[src/rtl/scs_pkg.sv]
package scs_pkg;
   localparam int WORD_W  = 16;
   localparam int ADDR_W  = 3;
   localparam int DATA_W  = 12;
   localparam int NUM_CFG = 3;
   localparam logic [ADDR_W-1:0] A_WDCS = 3'b110;
   localparam logic [ADDR_W-1:0] A_OPEN = 3'b001;
   localparam logic [ADDR_W-1:0] A_ILIM = 3'b101;
   // slot 0 in the low bits
   localparam logic [NUM_CFG*ADDR_W-1:0] CFG_ADDRS = {A_ILIM, A_OPEN, A_WDCS};
endpackage

[src/rtl/scs_edge.sv]
module scs_edge #(
   parameter int SYNC_STAGES = 0
) (
   input  logic clk,
   input  logic rst_n,
   input  logic sclk,
   input  logic cs_n,
   output logic sclk_rise,
   output logic sclk_fall,
   output logic cs_fall,
   output logic cs_rise,
   output logic cs_idle
);
   logic sclk_s, cs_s, sclk_q, cs_q;

   generate
      if (SYNC_STAGES == 0) begin : g_direct
         assign sclk_s = sclk;
         assign cs_s   = cs_n;
      end else begin : g_sync
         logic [SYNC_STAGES-1:0] sc, cc;
         always_ff @(posedge clk or negedge rst_n) begin
            if (!rst_n) begin
               sc <= '0;
               cc <= '1;
            end else begin
               sc[0] <= sclk;
               cc[0] <= cs_n;
               for (int i = 1; i < SYNC_STAGES; i++) begin
                  sc[i] <= sc[i-1];
                  cc[i] <= cc[i-1];
               end
            end
         end
         assign sclk_s = sc[SYNC_STAGES-1];
         assign cs_s   = cc[SYNC_STAGES-1];
      end
   endgenerate

   always_ff @(posedge clk or negedge rst_n) begin
      if (!rst_n) begin
         sclk_q <= 1'b0;
         cs_q   <= 1'b1;
      end else begin
         sclk_q <= sclk_s;
         cs_q   <= cs_s;
      end
   end

   assign cs_fall   = cs_q & ~cs_s;
   assign cs_rise   = ~cs_q & cs_s;
   assign cs_idle   = cs_q;
   assign sclk_rise = ~cs_q & ~cs_s & sclk_s & ~sclk_q;
   assign sclk_fall = ~cs_q & ~cs_s & ~sclk_s & sclk_q;
endmodule

[src/rtl/scs_status.sv]
module scs_status #(
   parameter int FAULT_W = 12,
   localparam int STAT_W = FAULT_W + 4
) (
   input  logic               clk,
   input  logic               rst_n,
   input  logic               collect,
   input  logic               snap,
   input  logic [FAULT_W-1:0] fault_in,
   input  logic               wd_prev,
   input  logic [3:0]         drv_in,
   input  logic               safe_in,
   input  logic               wake_in,
   output logic [STAT_W-1:0]  status_word
);
   logic [FAULT_W-1:0] flags;
   logic [2:0]         pins;

   always_ff @(posedge clk or negedge rst_n) begin
      if (!rst_n)       flags <= '0;
      else if (snap)    flags <= '0;
      else if (collect) flags <= flags | fault_in;
   end

   assign pins = wd_prev ? {drv_in[2], drv_in[3], wake_in}
                         : {drv_in[0], drv_in[1], safe_in};
   assign status_word = {wd_prev, pins, flags | fault_in};
endmodule

[src/rtl/scs_frame.sv]
module scs_frame #(
   parameter int WORD_W = 16,
   localparam int CNT_W = $clog2(WORD_W)
) (
   input  logic              clk,
   input  logic              rst_n,
   input  logic              si,
   input  logic              sclk_rise,
   input  logic              sclk_fall,
   input  logic              cs_fall,
   input  logic              cs_rise,
   input  logic [WORD_W-1:0] load_word,
   output logic              so,
   output logic [WORD_W-1:0] cmd,
   output logic              commit
);
   logic [WORD_W-1:0] sh;
   logic [CNT_W-1:0]  cnt;
   logic              full_seen;

   always_ff @(posedge clk or negedge rst_n) begin
      if (!rst_n) begin
         sh        <= '0;
         cnt       <= '0;
         full_seen <= 1'b0;
         so        <= 1'b0;
      end else if (cs_fall) begin
         sh        <= load_word;
         so        <= load_word[WORD_W-1];
         cnt       <= '0;
         full_seen <= 1'b0;
      end else begin
         if (sclk_rise) begin
            sh  <= {sh[WORD_W-2:0], si};
            cnt <= cnt + 1'b1;
            if (cnt == CNT_W'(WORD_W-1)) full_seen <= 1'b1;
         end
         if (sclk_fall) so <= sh[WORD_W-1];
      end
   end

   assign cmd    = sh;
   assign commit = cs_rise & full_seen & (cnt == '0);
endmodule

[src/rtl/scs_cfg_bank.sv]
module scs_cfg_bank #(
   parameter int ADDR_W  = 3,
   parameter int DATA_W  = 12,
   parameter int NUM_CFG = 3,
   parameter logic [NUM_CFG*ADDR_W-1:0] ADDRS = '0,
   localparam int WORD_W = 1 + ADDR_W + DATA_W
) (
   input  logic                      clk,
   input  logic                      rst_n,
   input  logic                      commit,
   input  logic [WORD_W-1:0]         cmd,
   output logic                      wd_bit,
   output logic [NUM_CFG*DATA_W-1:0] cfg
);
   logic [ADDR_W-1:0] addr;
   logic [DATA_W-1:0] data;
   assign addr = cmd[DATA_W +: ADDR_W];
   assign data = cmd[DATA_W-1:0];

   always_ff @(posedge clk or negedge rst_n) begin
      if (!rst_n)      wd_bit <= 1'b0;
      else if (commit) wd_bit <= cmd[WORD_W-1];
   end

   generate
      for (genvar g = 0; g < NUM_CFG; g++) begin : g_slot
         always_ff @(posedge clk or negedge rst_n) begin
            if (!rst_n)
               cfg[g*DATA_W +: DATA_W] <= '0;
            else if (commit && addr == ADDRS[g*ADDR_W +: ADDR_W])
               cfg[g*DATA_W +: DATA_W] <= data;
         end
      end
   endgenerate
endmodule

[src/rtl/spi_cmd_status_shifter.sv]
module spi_cmd_status_shifter
   import scs_pkg::*;
#(
   parameter int FAULT_W     = DATA_W,
   parameter int SYNC_STAGES = 0
) (
   input  logic               clk,
   input  logic               rst_n,
   input  logic               sclk,
   input  logic               cs_n,
   input  logic               si,
   output logic               so,
   output logic               so_oe,
   input  logic [FAULT_W-1:0] fault_in,
   input  logic [3:0]         drv_in,
   input  logic               safe_in,
   input  logic               wake_in,
   output logic               wdog_bit,
   output logic [DATA_W-1:0]  cfg_wdcs,
   output logic [DATA_W-1:0]  cfg_openload,
   output logic [DATA_W-1:0]  cfg_ilim
);
   generate
      if (FAULT_W + 4 != WORD_W) begin : g_bad_fault
         $error("fault width must fill the status word");
      end
      if (1 + ADDR_W + DATA_W != WORD_W) begin : g_bad_cmd
         $error("command fields must fill the word");
      end
   endgenerate

   logic sclk_rise, sclk_fall, cs_fall, cs_rise, cs_idle, commit;
   logic [WORD_W-1:0]         status_word, cmd;
   logic [NUM_CFG*DATA_W-1:0] cfg_all;

   scs_edge #(.SYNC_STAGES(SYNC_STAGES)) u_edge (
      .clk(clk), .rst_n(rst_n), .sclk(sclk), .cs_n(cs_n),
      .sclk_rise(sclk_rise), .sclk_fall(sclk_fall),
      .cs_fall(cs_fall), .cs_rise(cs_rise), .cs_idle(cs_idle));

   scs_status #(.FAULT_W(FAULT_W)) u_status (
      .clk(clk), .rst_n(rst_n), .collect(cs_idle), .snap(cs_fall),
      .fault_in(fault_in), .wd_prev(wdog_bit), .drv_in(drv_in),
      .safe_in(safe_in), .wake_in(wake_in), .status_word(status_word));

   scs_frame #(.WORD_W(WORD_W)) u_frame (
      .clk(clk), .rst_n(rst_n), .si(si), .sclk_rise(sclk_rise),
      .sclk_fall(sclk_fall), .cs_fall(cs_fall), .cs_rise(cs_rise),
      .load_word(status_word), .so(so), .cmd(cmd), .commit(commit));

   scs_cfg_bank #(.ADDR_W(ADDR_W), .DATA_W(DATA_W), .NUM_CFG(NUM_CFG),
                  .ADDRS(CFG_ADDRS)) u_bank (
      .clk(clk), .rst_n(rst_n), .commit(commit), .cmd(cmd),
      .wd_bit(wdog_bit), .cfg(cfg_all));

   assign so_oe        = ~cs_idle;
   assign cfg_wdcs     = cfg_all[0*DATA_W +: DATA_W];
   assign cfg_openload = cfg_all[1*DATA_W +: DATA_W];
   assign cfg_ilim     = cfg_all[2*DATA_W +: DATA_W];
endmodule

[config.mk]
export PLATFORM = sky130hd
export DESIGN_NAME = spi_cmd_status_shifter
export DESIGN_NICKNAME = d
export VERILOG_FILES = /design/src/rtl/scs_pkg.sv /design/src/rtl/scs_edge.sv /design/src/rtl/scs_status.sv /design/src/rtl/scs_frame.sv /design/src/rtl/scs_cfg_bank.sv /design/src/rtl/spi_cmd_status_shifter.sv
export SDC_FILE = /design/constraint.sdc
export NUM_CORES = 1
export LEC_CHECK = 0
export BUFFER_PORTS_ARGS = -buffer_cell sky130_fd_sc_hd__buf_2
export CAP_MARGIN = 20
export CORE_MARGIN = 2
export CORE_UTILIZATION = 30
export DETAILED_ROUTE_END_ITERATION = 10
export PLACE_DENSITY = 0.56
export SKIP_CTS_REPAIR_TIMING = 1
export SLEW_MARGIN = 20
export SYNTH_ARGS = -nofsm -noshare
export SYNTH_HDL_FRONTEND = slang
export SYNTH_SLANG_ARGS = --single-unit
[constraint.sdc]
create_clock -name clk -period 2.5 [get_ports clk]
set_input_delay 0.75 -clock clk [delete_from_list [all_inputs] [get_ports clk]]
set_output_delay 0.75 -clock clk [all_outputs]
set_load 0.005 [all_outputs]
==> results of run 1 <==
[final cells by class]
class                   instances  area (um2)
fillers                      1013        6380
flip-flops and latches         73        1830
multi-input cells             141        1200
repair buffers                 70         388
well taps                     136         170
clock buffers                  10         138
clock inverters                 5        78.8
inverters                      13        48.8
[sequential cells by signal (all words and copies together), names as in the netlist]
register	cells
u_frame.full_seen	1
u_edge.cs_idle	1
u_frame.so	1
u_frame.cnt	4
u_status.flags	12
u_bank.wd_bit	1
u_bank.cfg	36
u_edge.sclk_q	1
u_frame.cmd	16
[cells in the final DEF (no fill, tap or decap), types with 2 or more instances in the layout]
| cell | netlist | layout |
|---|---|---|
| buf_2 | 4 | 60 |
| a22oi_1 | 2 | 2 |
| nand2_1 | 4 | 4 |
| mux2_1 | 20 | 20 |
| ha_1 | 2 | 2 |
| mux2_2 | 27 | 27 |
| mux2i_1 | 17 | 17 |
| clkbuf_8 | 0 | 10 |
| buf_4 | 0 | 9 |
| inv_1 | 13 | 13 |
| or4b_2 | 5 | 5 |
| nor2_1 | 21 | 21 |
| nand2b_1 | 3 | 3 |
| o21ai_0 | 11 | 11 |
| a21oi_1 | 14 | 14 |
| clkinv_2 | 0 | 2 |
| bufinv_16 | 0 | 2 |
| nor2b_1 | 3 | 2 |
| dfrtp_1 | 72 | 72 |
[logic make-up after synthesis]
group	synth area share, %
compound gates	5.29
buf+inv	3.52
flops	58.5
mux	22.4
simple gates	9.49
fa+ha+maj	0.801
[stage by stage]
| stage | cells | hold WS [ns] | power (mW) | instance area, um2 |
|---|---|---|---|---|
| floorplan | 238 | 0.454 | 1.61 | 3120 |
| global placement | 433 | 0.470 | 1.76 | 3630 |
| detailed placement | 433 | 0.479 | 1.77 | 3630 |
| CTS | 448 | 0.376 | 2.80 | 3850 |
| global route | 448 | 0.404 | 2.92 | 3850 |
| finish | 448 | 0.367 | 2.77 | 3850 |
[power by group through the flow]
stage	Combinational, mW	Clock [mW]	Sequential, mW
2_1_floorplan	0.211	0	1.40
3_3_place_gp	0.303	0	1.45
3_5_place_dp	0.309	0	1.46
4_1_cts	0.314	1.05	1.44
5_1_grt	0.349	1.11	1.46
6_report	0.306	1.03	1.44
[worst max-delay path, cell delays in order, from the launching register on]
cell     delay (ns)
dfstp_2        0.82
inv_1          0.15
buf_2          0.16
[path summary, 6_finish.rpt]
| kind | end | cells past startpoint | start |
|---|---|---|---|
| max | so_oe | 2 | u_edge.cs_idle$_DFF_PN1_ |
| min | u_frame.cmd[15]$_DFFE_PN0P_ | 1 | rst_n |
| max reg2reg | u_bank.cfg[2]$_DFFE_PN0P_ | 5 | u_frame.cnt[0]$_DFFE_PN0P_ |
| min reg2reg | u_status.flags[4]$_DFFE_PN0P_ | 2 | u_status.flags[4]$_DFFE_PN0P_ |
| max in group asynchronous | u_edge.cs_idle$_DFF_PN1_ | 2 | rst_n |
| min in group clk | u_status.flags[4]$_DFFE_PN0P_ | 2 | u_status.flags[4]$_DFFE_PN0P_ |
[per-layer routing]
layer / track usage (%) / vias to the layer above / share of wire [%]
met1: 19.0 / 1059 / 49
met2: 20.0 / 58 / 45
met4: 4.79 / 0 / 1.2
met5: 0 / - / 0
li1: - / 974 / -
met3: 3.25 / 8 / 4.1
==> flow_summary.ini, run 1 <==
[clock_network]
clkTransAtPathRegs_ns = 0.08
clk_latency_ns = 0.35
tritoncts = built
clk_path_buf_depth = 2
numCtsBuffers = 9
cts_sinks = 73
clockRootBuffer = clkbuf_8
htree_levels = 3

[run_status]
status = finished clean

[synthesis]
synth_async_sr_flop_share_pct = 100
synth_nets = 263
yosys_warnings = 0
synthFlopType = dfrtp_1
synth_area_mm2 = 0.00312
synth_area_leader_cell = dfrtp_1
yosysSeqAreaShare_pct = 58.5
synth_top_area_share_pct = 57.7
synth_edf_count = 0
synth-seq-cells = 73
synth_most_common_cell = dfrtp_1
yosys-top-cells-area = dfrtp_1 58%, mux2_2 9.7%, mux2_1 7.2%, mux2i_1 5.4%, nor2_1 2.5%
avgSynthCellArea_um2 = 13.1
synthTopCellsByCount = 72 x dfrtp_1, 27 x mux2_2, 21 x nor2_1
synth_cells = 238
ys_types = 29

[detailed_routing]
wl_per_cell_um = 15.9
num_vias = 2099
dr.pass1.iters = 4
via_per_inst = 4.69
drtIter0Drc = 93
ant_nets = 0
wl_um = 7130
route.detailed.drc = 0

[critical_path]
crit_required_ns = 1.75
crit_path_start_kind = flop
worst_setup_path_end_kind = output pin
worstSetupPathType = reg2out
rrSetupSlack_ns = 0.55
arrival_ns = 1.47
crit_fanout = 23

[global_routing]
grt_pass1_wl_um = 11600
antenna_found_initial = 0
grt_pass1_vias = 2145
grt-ovfl-total = 0
grtUsageTotal_pct = 13.4
grt_max_degree = 39

[finish]
area_growth_pct = 23.2
post_route_cells_drive_above_1_share_pct = 40.1
final_nets = 333
antenna_cells = 0
final_util_pct = 37.6

[pwr]
combPwrFrac_pct = 11.0
ir_drop_v = 0.000214
clkPwrFrac_pct = 37.1
power_leakage_nw = 1.96
pwr_density_cell_mw_per_mm2 = 720
p_int_mw = 2.04
sw_frac_of_total_pct = 26.4
p_sw_mw = 0.733
seqPwrFrac_pct = 51.8

[floorplanning]
core_mm2 = 0.0102
dieArea_mm2 = 0.0112
chipHeight_um = 106
die-width_um = 106
initial_utilization_pct = 30.5
pin_count = 62
row_count = 37

[sta]
worst_slew_pin_slew_ns = 0.517
finalCriticalPeriod_ns = 2.22
finalCritPeriodShare_pct = 88.8
finalSetupViolCount = 0
tns_ns = 0
rsz0062_at_grt = false
max-slew-margin-rel_pct = 65.5
timing.final.ws_setup_ns = 0.280
hold_violations = 0
slew_violations = 0
clock_skew_ns = 0.00846
max_clock_freq_mhz = 450

[placement]
gp_congestion = 0.748
hpwl_um = 4800
post-place-ws_ns = 0.334
io_buffers = 61

[run]
cap_violations = 0

[min_path]
hold_path.class = in2async
(Power assumes the default switching activity.)
==> run 2: changes to the inputs <==
--- a/config.mk
+++ b/config.mk
@@ -9,10 +9,12 @@
 export CAP_MARGIN = 20
 export CORE_MARGIN = 2
 export CORE_UTILIZATION = 30
+export CTS_BUF_LIST = sky130_fd_sc_hd__clkbuf_4 sky130_fd_sc_hd__clkbuf_8
 export DETAILED_ROUTE_END_ITERATION = 10
 export PLACE_DENSITY = 0.56
 export SKIP_CTS_REPAIR_TIMING = 1
 export SLEW_MARGIN = 20
 export SYNTH_ARGS = -nofsm -noshare
 export SYNTH_HDL_FRONTEND = slang
+export SYNTH_HIERARCHICAL = 1
 export SYNTH_SLANG_ARGS = --single-unit
==> run 2 against run 1 <==
  * Count of clock-buffer cells in the layout did not move
  * Register-to-register slack got worse by 0.08 ns
  * Fmax rose by 8.4%
  * Sequential power fell by 8%
  * Die area fell by 1.4%
  * Clock skew fell by 0.00068 ns
  * Via count fell by 7.2%
  * Design area fell by 2.0%
  * Routed wire length fell by 11%
  * Combinational power fell by 42%
  * Synthesized area fell by 1.4%
  * Hold slack got worse by 0.017 ns
  * Critical path type unchanged
  * Largest cell class unchanged
  * Highest routed layer unchanged
==> flow_summary.ini, run 2 <==
[run_status]
status = finished clean

[synthesis]
avgSynthCellArea_um2 = 13.0
synth-seq-cells = 73
synth_edf_count = 0
synthFlopType = dfrtp_1
synthTopCellsByCount = 72 x dfrtp_1, 42 x mux2_2, 17 x nor2_1
synth_area_leader_cell = dfrtp_1
synth_area_mm2 = 0.00308
synth_async_sr_flop_share_pct = 100
yosysSeqAreaShare_pct = 59.3
synth_top_area_share_pct = 58.5
synth_nets = 262
synth_cells = 237
ys_types = 26
synth_most_common_cell = dfrtp_1
yosys-top-cells-area = dfrtp_1 58%, mux2_2 15%, mux2i_1 5.2%, o21ai_1 2.4%, or2_2 2.4%
yosys_warnings = 6

[clock_network]
clockRootBuffer = clkbuf_8
htree_levels = 3
clkTransAtPathRegs_ns = 0.07
numCtsBuffers = 9
tritoncts = built
cts_sinks = 73
clk_path_buf_depth = 2
clk_latency_ns = 0.36

[placement]
hpwl_um = 4410
io_buffers = 61
gp_congestion = 0.703

[global_routing]
antenna_found_initial = 1
grt_pass1_wl_um = 10400
grt_max_degree = 38
grtUsageTotal_pct = 12.2
grt_pass1_vias = 2063
grt-ovfl-total = 0

[critical_path]
worstSetupPathType = reg2out
crit_required_ns = 1.75
crit_fanout = 17
path_cells = inv_1, buf_2
slowest_delay_ns = 0.75
crit_path_start_kind = flop
arrival_ns = 1.30
worst_setup_path_end_kind = output pin
cp_slowest_cell = dfstp_2

[sta]
tns_ns = 0
worst_slew_pin_slew_ns = 0.509
hold_violations = 0
max-slew-margin-rel_pct = 66.0
slew_violations = 0
finalSetupViolCount = 0
max_clock_freq_mhz = 488
finalCritPeriodShare_pct = 81.9
rsz0062_at_grt = false
clock_skew_ns = 0.00778
finalCriticalPeriod_ns = 2.05

[detailed_routing]
dr.pass1.iters = 4
wl_um = 6330
drtIter0Drc = 49
num_vias = 1948
route.detailed.drc = 0
wl_per_cell_um = 14.4
ant_nets = 0
via_per_inst = 4.42

[pwr]
ir_drop_v = 0.000208
pwr_density_cell_mw_per_mm2 = 663
power_leakage_nw = 1.89
total_power_mw = 2.50

[floorplanning]
pin_count = 62
die-width_um = 105
row_count = 36
initial_utilization_pct = 31.2
core_mm2 = 0.00986
dieArea_mm2 = 0.0111
chipHeight_um = 105

[finish]
final_cell_mix = 72 x dfrtp_1, 60 x buf_2, 42 x mux2_2, 17 x nor2_1, 16 x mux2i_1
top_register = u_bank/cfg
layout_commonest_cell = dfrtp_1
post_route_cells_drive_above_1_share_pct = 45.9
final_nets = 328
area_growth_pct = 22.5
largest_register_ffs = 36

[run]
cap_violations = 0

[min_path]
hold_path.class = in2async
==> run 2: changes by cell type after synthesis, moves of 4 or more <==
cell      change
or2_2        +12
mux2_1       -17
o21ai_0      -11
o21ai_1      +15
nand2_1      +11
clkbuf_1      -5
nor2_1        -4
mux2_2       +15
inv_1        -10
or4b_2        -5
==> run 2: worst paths after layout <==
check | from | slack [ns] | endpoint | cells past startpoint
min reg2reg | u_status/flags[7]$_DFFE_PN0P_ | 0.49 | u_status/flags[7]$_DFFE_PN0P_ | 2
min in group clk | u_status/flags[7]$_DFFE_PN0P_ | 0.49 | u_status/flags[7]$_DFFE_PN0P_ | 2
max | u_edge/cs_idle$_DFF_PN1_ | 0.45 | so_oe | 2
max reg2reg | u_edge/cs_idle$_DFF_PN1_ | 0.47 | u_bank/cfg[33]$_DFFE_PN0P_ | 5
min | rst_n | 0.35 | u_frame/so$_DFFE_PN0P_ | 1
max in group asynchronous | rst_n | 1.57 | u_frame/cmd[3]$_DFFE_PN0P_ | 2
==> run 2: logic make-up after synthesis <==
family / count (synthesis) / synth area share [%]
xor+xnor: 1 / 0.284
fa+ha+maj: 2 / 0.812
compound gates: 30 / 5.16
buf+inv: 15 / 3.37
mux: 61 / 21.6
flops: 73 / 59.3
simple gates: 55 / 9.38
==> run 2: report_power, final <==
part	switching, mW	total (mW)	internal (mW)
clock network	0.433	1.00	0.567
registers	0.0753	1.32	1.25
logic	0.0912	0.179	0.0878
==> run 2: metal layers <==
metal  routed length [um]  vias to the layer above  global-route usage (%)
met4                  153                        0                    7.33
met1                 2940                      943                    15.2
li1                     -                      954                       -
met5                    0                        -                       0
met2                 2860                       40                    18.1
met3                  376                       11                    4.33
==> run 2: area by class of cell <==
type / count / area (um2)
inverters: 3 / 11.3
clock buffers: 10 / 131
fillers: 1001 / 6090
diodes: 1 / 2.50
repair buffers: 67 / 390
flip-flops and latches: 73 / 1830
multi-input cells: 149 / 1160
well taps: 133 / 166
clock inverters: 5 / 81.3
==> run 2: worst max-delay path, delay by kind of cell, from the launching register on <==
family	cells	cell delay [ns]
buf+inv	2	0.20
flops	1	0.75
==> run 2: per-stage QoR <==
step	cell area, um2	utilization [%]	instances	setup slack [ns]	hold WS [ns]
2_1_floorplan	3080	-	237	0.544	0.454
3_3_place_gp	3560	36.1	425	0.344	0.467
3_5_place_dp	3560	36.1	425	0.302	0.477
4_1_cts	3770	38.2	440	0.402	0.358
5_1_grt	3770	38.2	440	0.382	0.390
6_report	3770	38.3	441	0.452	0.350
==> run 3: changes to the inputs <==
==> constraint.sdc (replaced) <==
create_clock -name clk -period 2.1 [get_ports clk]
set_input_delay 0.63 -clock clk [delete_from_list [all_inputs] [get_ports clk]]
set_output_delay 0.63 -clock clk [all_outputs]
set_load 0.005 [all_outputs]
==> run 3 against run 2 <==
  * First-iteration DRC count is 6.1% lower
  * Global-route usage grew 0.25 points
  * Utilization up 0.25 points
  * Clock skew rose by 0.0033 ns
  * Clock power increased by 14%
  * Sequential power grew 19%
  * Register-to-register slack worse by 0.15 ns
  * Final cell count up 0.91%
  * Count of clock-buffer cells in the layout up 2
  * Power increased by 17%
  * Combinational power grew 23%
  * Critical path depth up 1
  * Critical path type unchanged
  * Largest cell class unchanged
==> flow_summary.ini, run 3 (synthesis results as in run 2) <==
[sta]
worst_slew_pin_slew_ns = 0.510
max-slew-margin-rel_pct = 66.0
clock_skew_ns = 0.0111
slew_violations = 0
tns_ns = 0
timing.final.ws_setup_ns = 0.195
hold_violations = 0
rsz0062_at_grt = false
finalSetupViolCount = 0
finalCriticalPeriod_ns = 1.91
finalCritPeriodShare_pct = 90.7
max_clock_freq_mhz = 525

[finish]
final_cells = 445
design_area_mm2 = 0.00380
antenna_cells = 0
multi_input_area_mm2 = 0.00116
layout_commonest_cell = dfrtp_1
final_nets = 332
final_cell_mix = 72 x dfrtp_1, 60 x buf_2, 42 x mux2_2, 17 x nor2_1, 16 x mux2i_1
post_route_cells_drive_above_1_share_pct = 46.8
area_growth_pct = 23.3
top_register = u_bank/cfg
n_fill_cell = 979
largest_register_ffs = 36
layout.area.seq_mm2 = 0.00183

[pwr]
ir_drop_v = 0.000259
total_power_mw = 2.93
pwr_density_cell_mw_per_mm2 = 771
seqPwrFrac_pct = 53.6
p_int_mw = 2.22
clkPwrFrac_pct = 38.8
sw_frac_of_total_pct = 24.3
power_leakage_nw = 1.91
combPwrFrac_pct = 7.5
p_sw_mw = 0.711

[clock_network]
clockRootBuffer = clkbuf_8
clkTransAtPathRegs_ns = 0.08
htree_levels = 3
clk_latency_ns = 0.35
numCtsBuffers = 9
cts_sinks = 73
tritoncts = built
clk_path_buf_depth = 2

[placement]
gp_congestion = 0.665
post-place-ws_ns = 0.100
placed_area_mm2 = 0.00359
hpwl_um = 4520
place_inst = 429
io_buffers = 61

[detailed_routing]
num_vias = 1966
wl_um = 6290
route.detailed.drc = 0
via_per_inst = 4.42
ant_nets = 0
wl_per_cell_um = 14.1
drtIter0Drc = 46
dr.pass1.iters = 4

[critical_path]
worst_setup_path_end_kind = output pin
crit_buf_inv = 3
arrival_ns = 1.28
crit_family = flip-flops
crit_path_start_kind = flop
worstSetupPathType = reg2out
crit_fanout = 16
cp_slowest_cell = dfstp_2
slowest_delay_ns = 0.53
crit_required_ns = 1.47
path_cells = buf_4, inv_1, buf_2

[floorplanning]
initial_utilization_pct = 31.2
dieArea_mm2 = 0.0111
die-width_um = 105
chipHeight_um = 105
pin_count = 62
row_count = 36
core_mm2 = 0.00986

[min_path]
hold_path.class = in2async

[run]
cap_violations = 0

[global_routing]
met1_usage_pct = 16.2
grtUsageMet3_pct = 3.53
grt-ovfl-total = 0
grt_busiest_layer = met2
grt_pass1_wl_um = 10500
grt_max_degree = 39
grt_pass1_vias = 2037
antenna_found_initial = 0
met2_usage_pct = 19.0
grtUsageTotal_pct = 12.5

[run_status]
status = finished clean
==> run 3: final cells by class <==
| type | count | area share, % |
|---|---|---|
| tap | 133 | 4.38 |
| inverter | 3 | 0.296 |
| timing repair buffer | 71 | 11.1 |
| clock buffer | 12 | 4.18 |
| clock inverter | 4 | 1.35 |
| multi-input combinational | 149 | 30.6 |
| sequential | 73 | 48.1 |
==> run 3: final timing paths <==
kind / endpoint / from / cells past startpoint / slack (ns)
setup / recovery: so_oe / u_edge/cs_idle$_DFF_PN1_ / 3 / 0.19
hold / removal: u_edge/sclk_q$_DFF_PN0_ / rst_n / 1 / 0.24
setup reg to reg: u_bank/cfg[14]$_DFFE_PN0P_ / u_frame/cnt[0]$_DFFE_PN0P_ / 5 / 0.32
hold reg to reg: u_status/flags[1]$_DFFE_PN0P_ / u_status/flags[1]$_DFFE_PN0P_ / 2 / 0.49
max in group asynchronous: u_bank/cfg[28]$_DFFE_PN0P_ / rst_n / 2 / 1.28
min in group clk: u_edge/sclk_q$_DFF_PN0_ / sclk / 1 / 0.42
==> run 3: through the flow <==
stage / hold slack [ns] / utilization (%)
global placement: 0.468 / 36.4
floorplan: 0.334 / -
CTS: 0.248 / 38.5
finish: 0.238 / 38.5
detailed placement: 0.475 / 36.4
global route: 0.269 / 38.5
==> run 3: routing by layer <==
metal	up-vias	routed length [um]
met5	-	0
met4	0	94
met3	6	294
met2	43	2860
met1	954	3050
li1	963	-
==> run 3: power groups by stage <==
stage	clock network, mW	registers [mW]	logic, mW
after global routing	1.23	1.59	0.255
after detailed placement	0	1.60	0.226
after global placement	0	1.60	0.221
after floorplan	0	1.57	0.137
final	1.14	1.57	0.221
after CTS	1.17	1.57	0.226
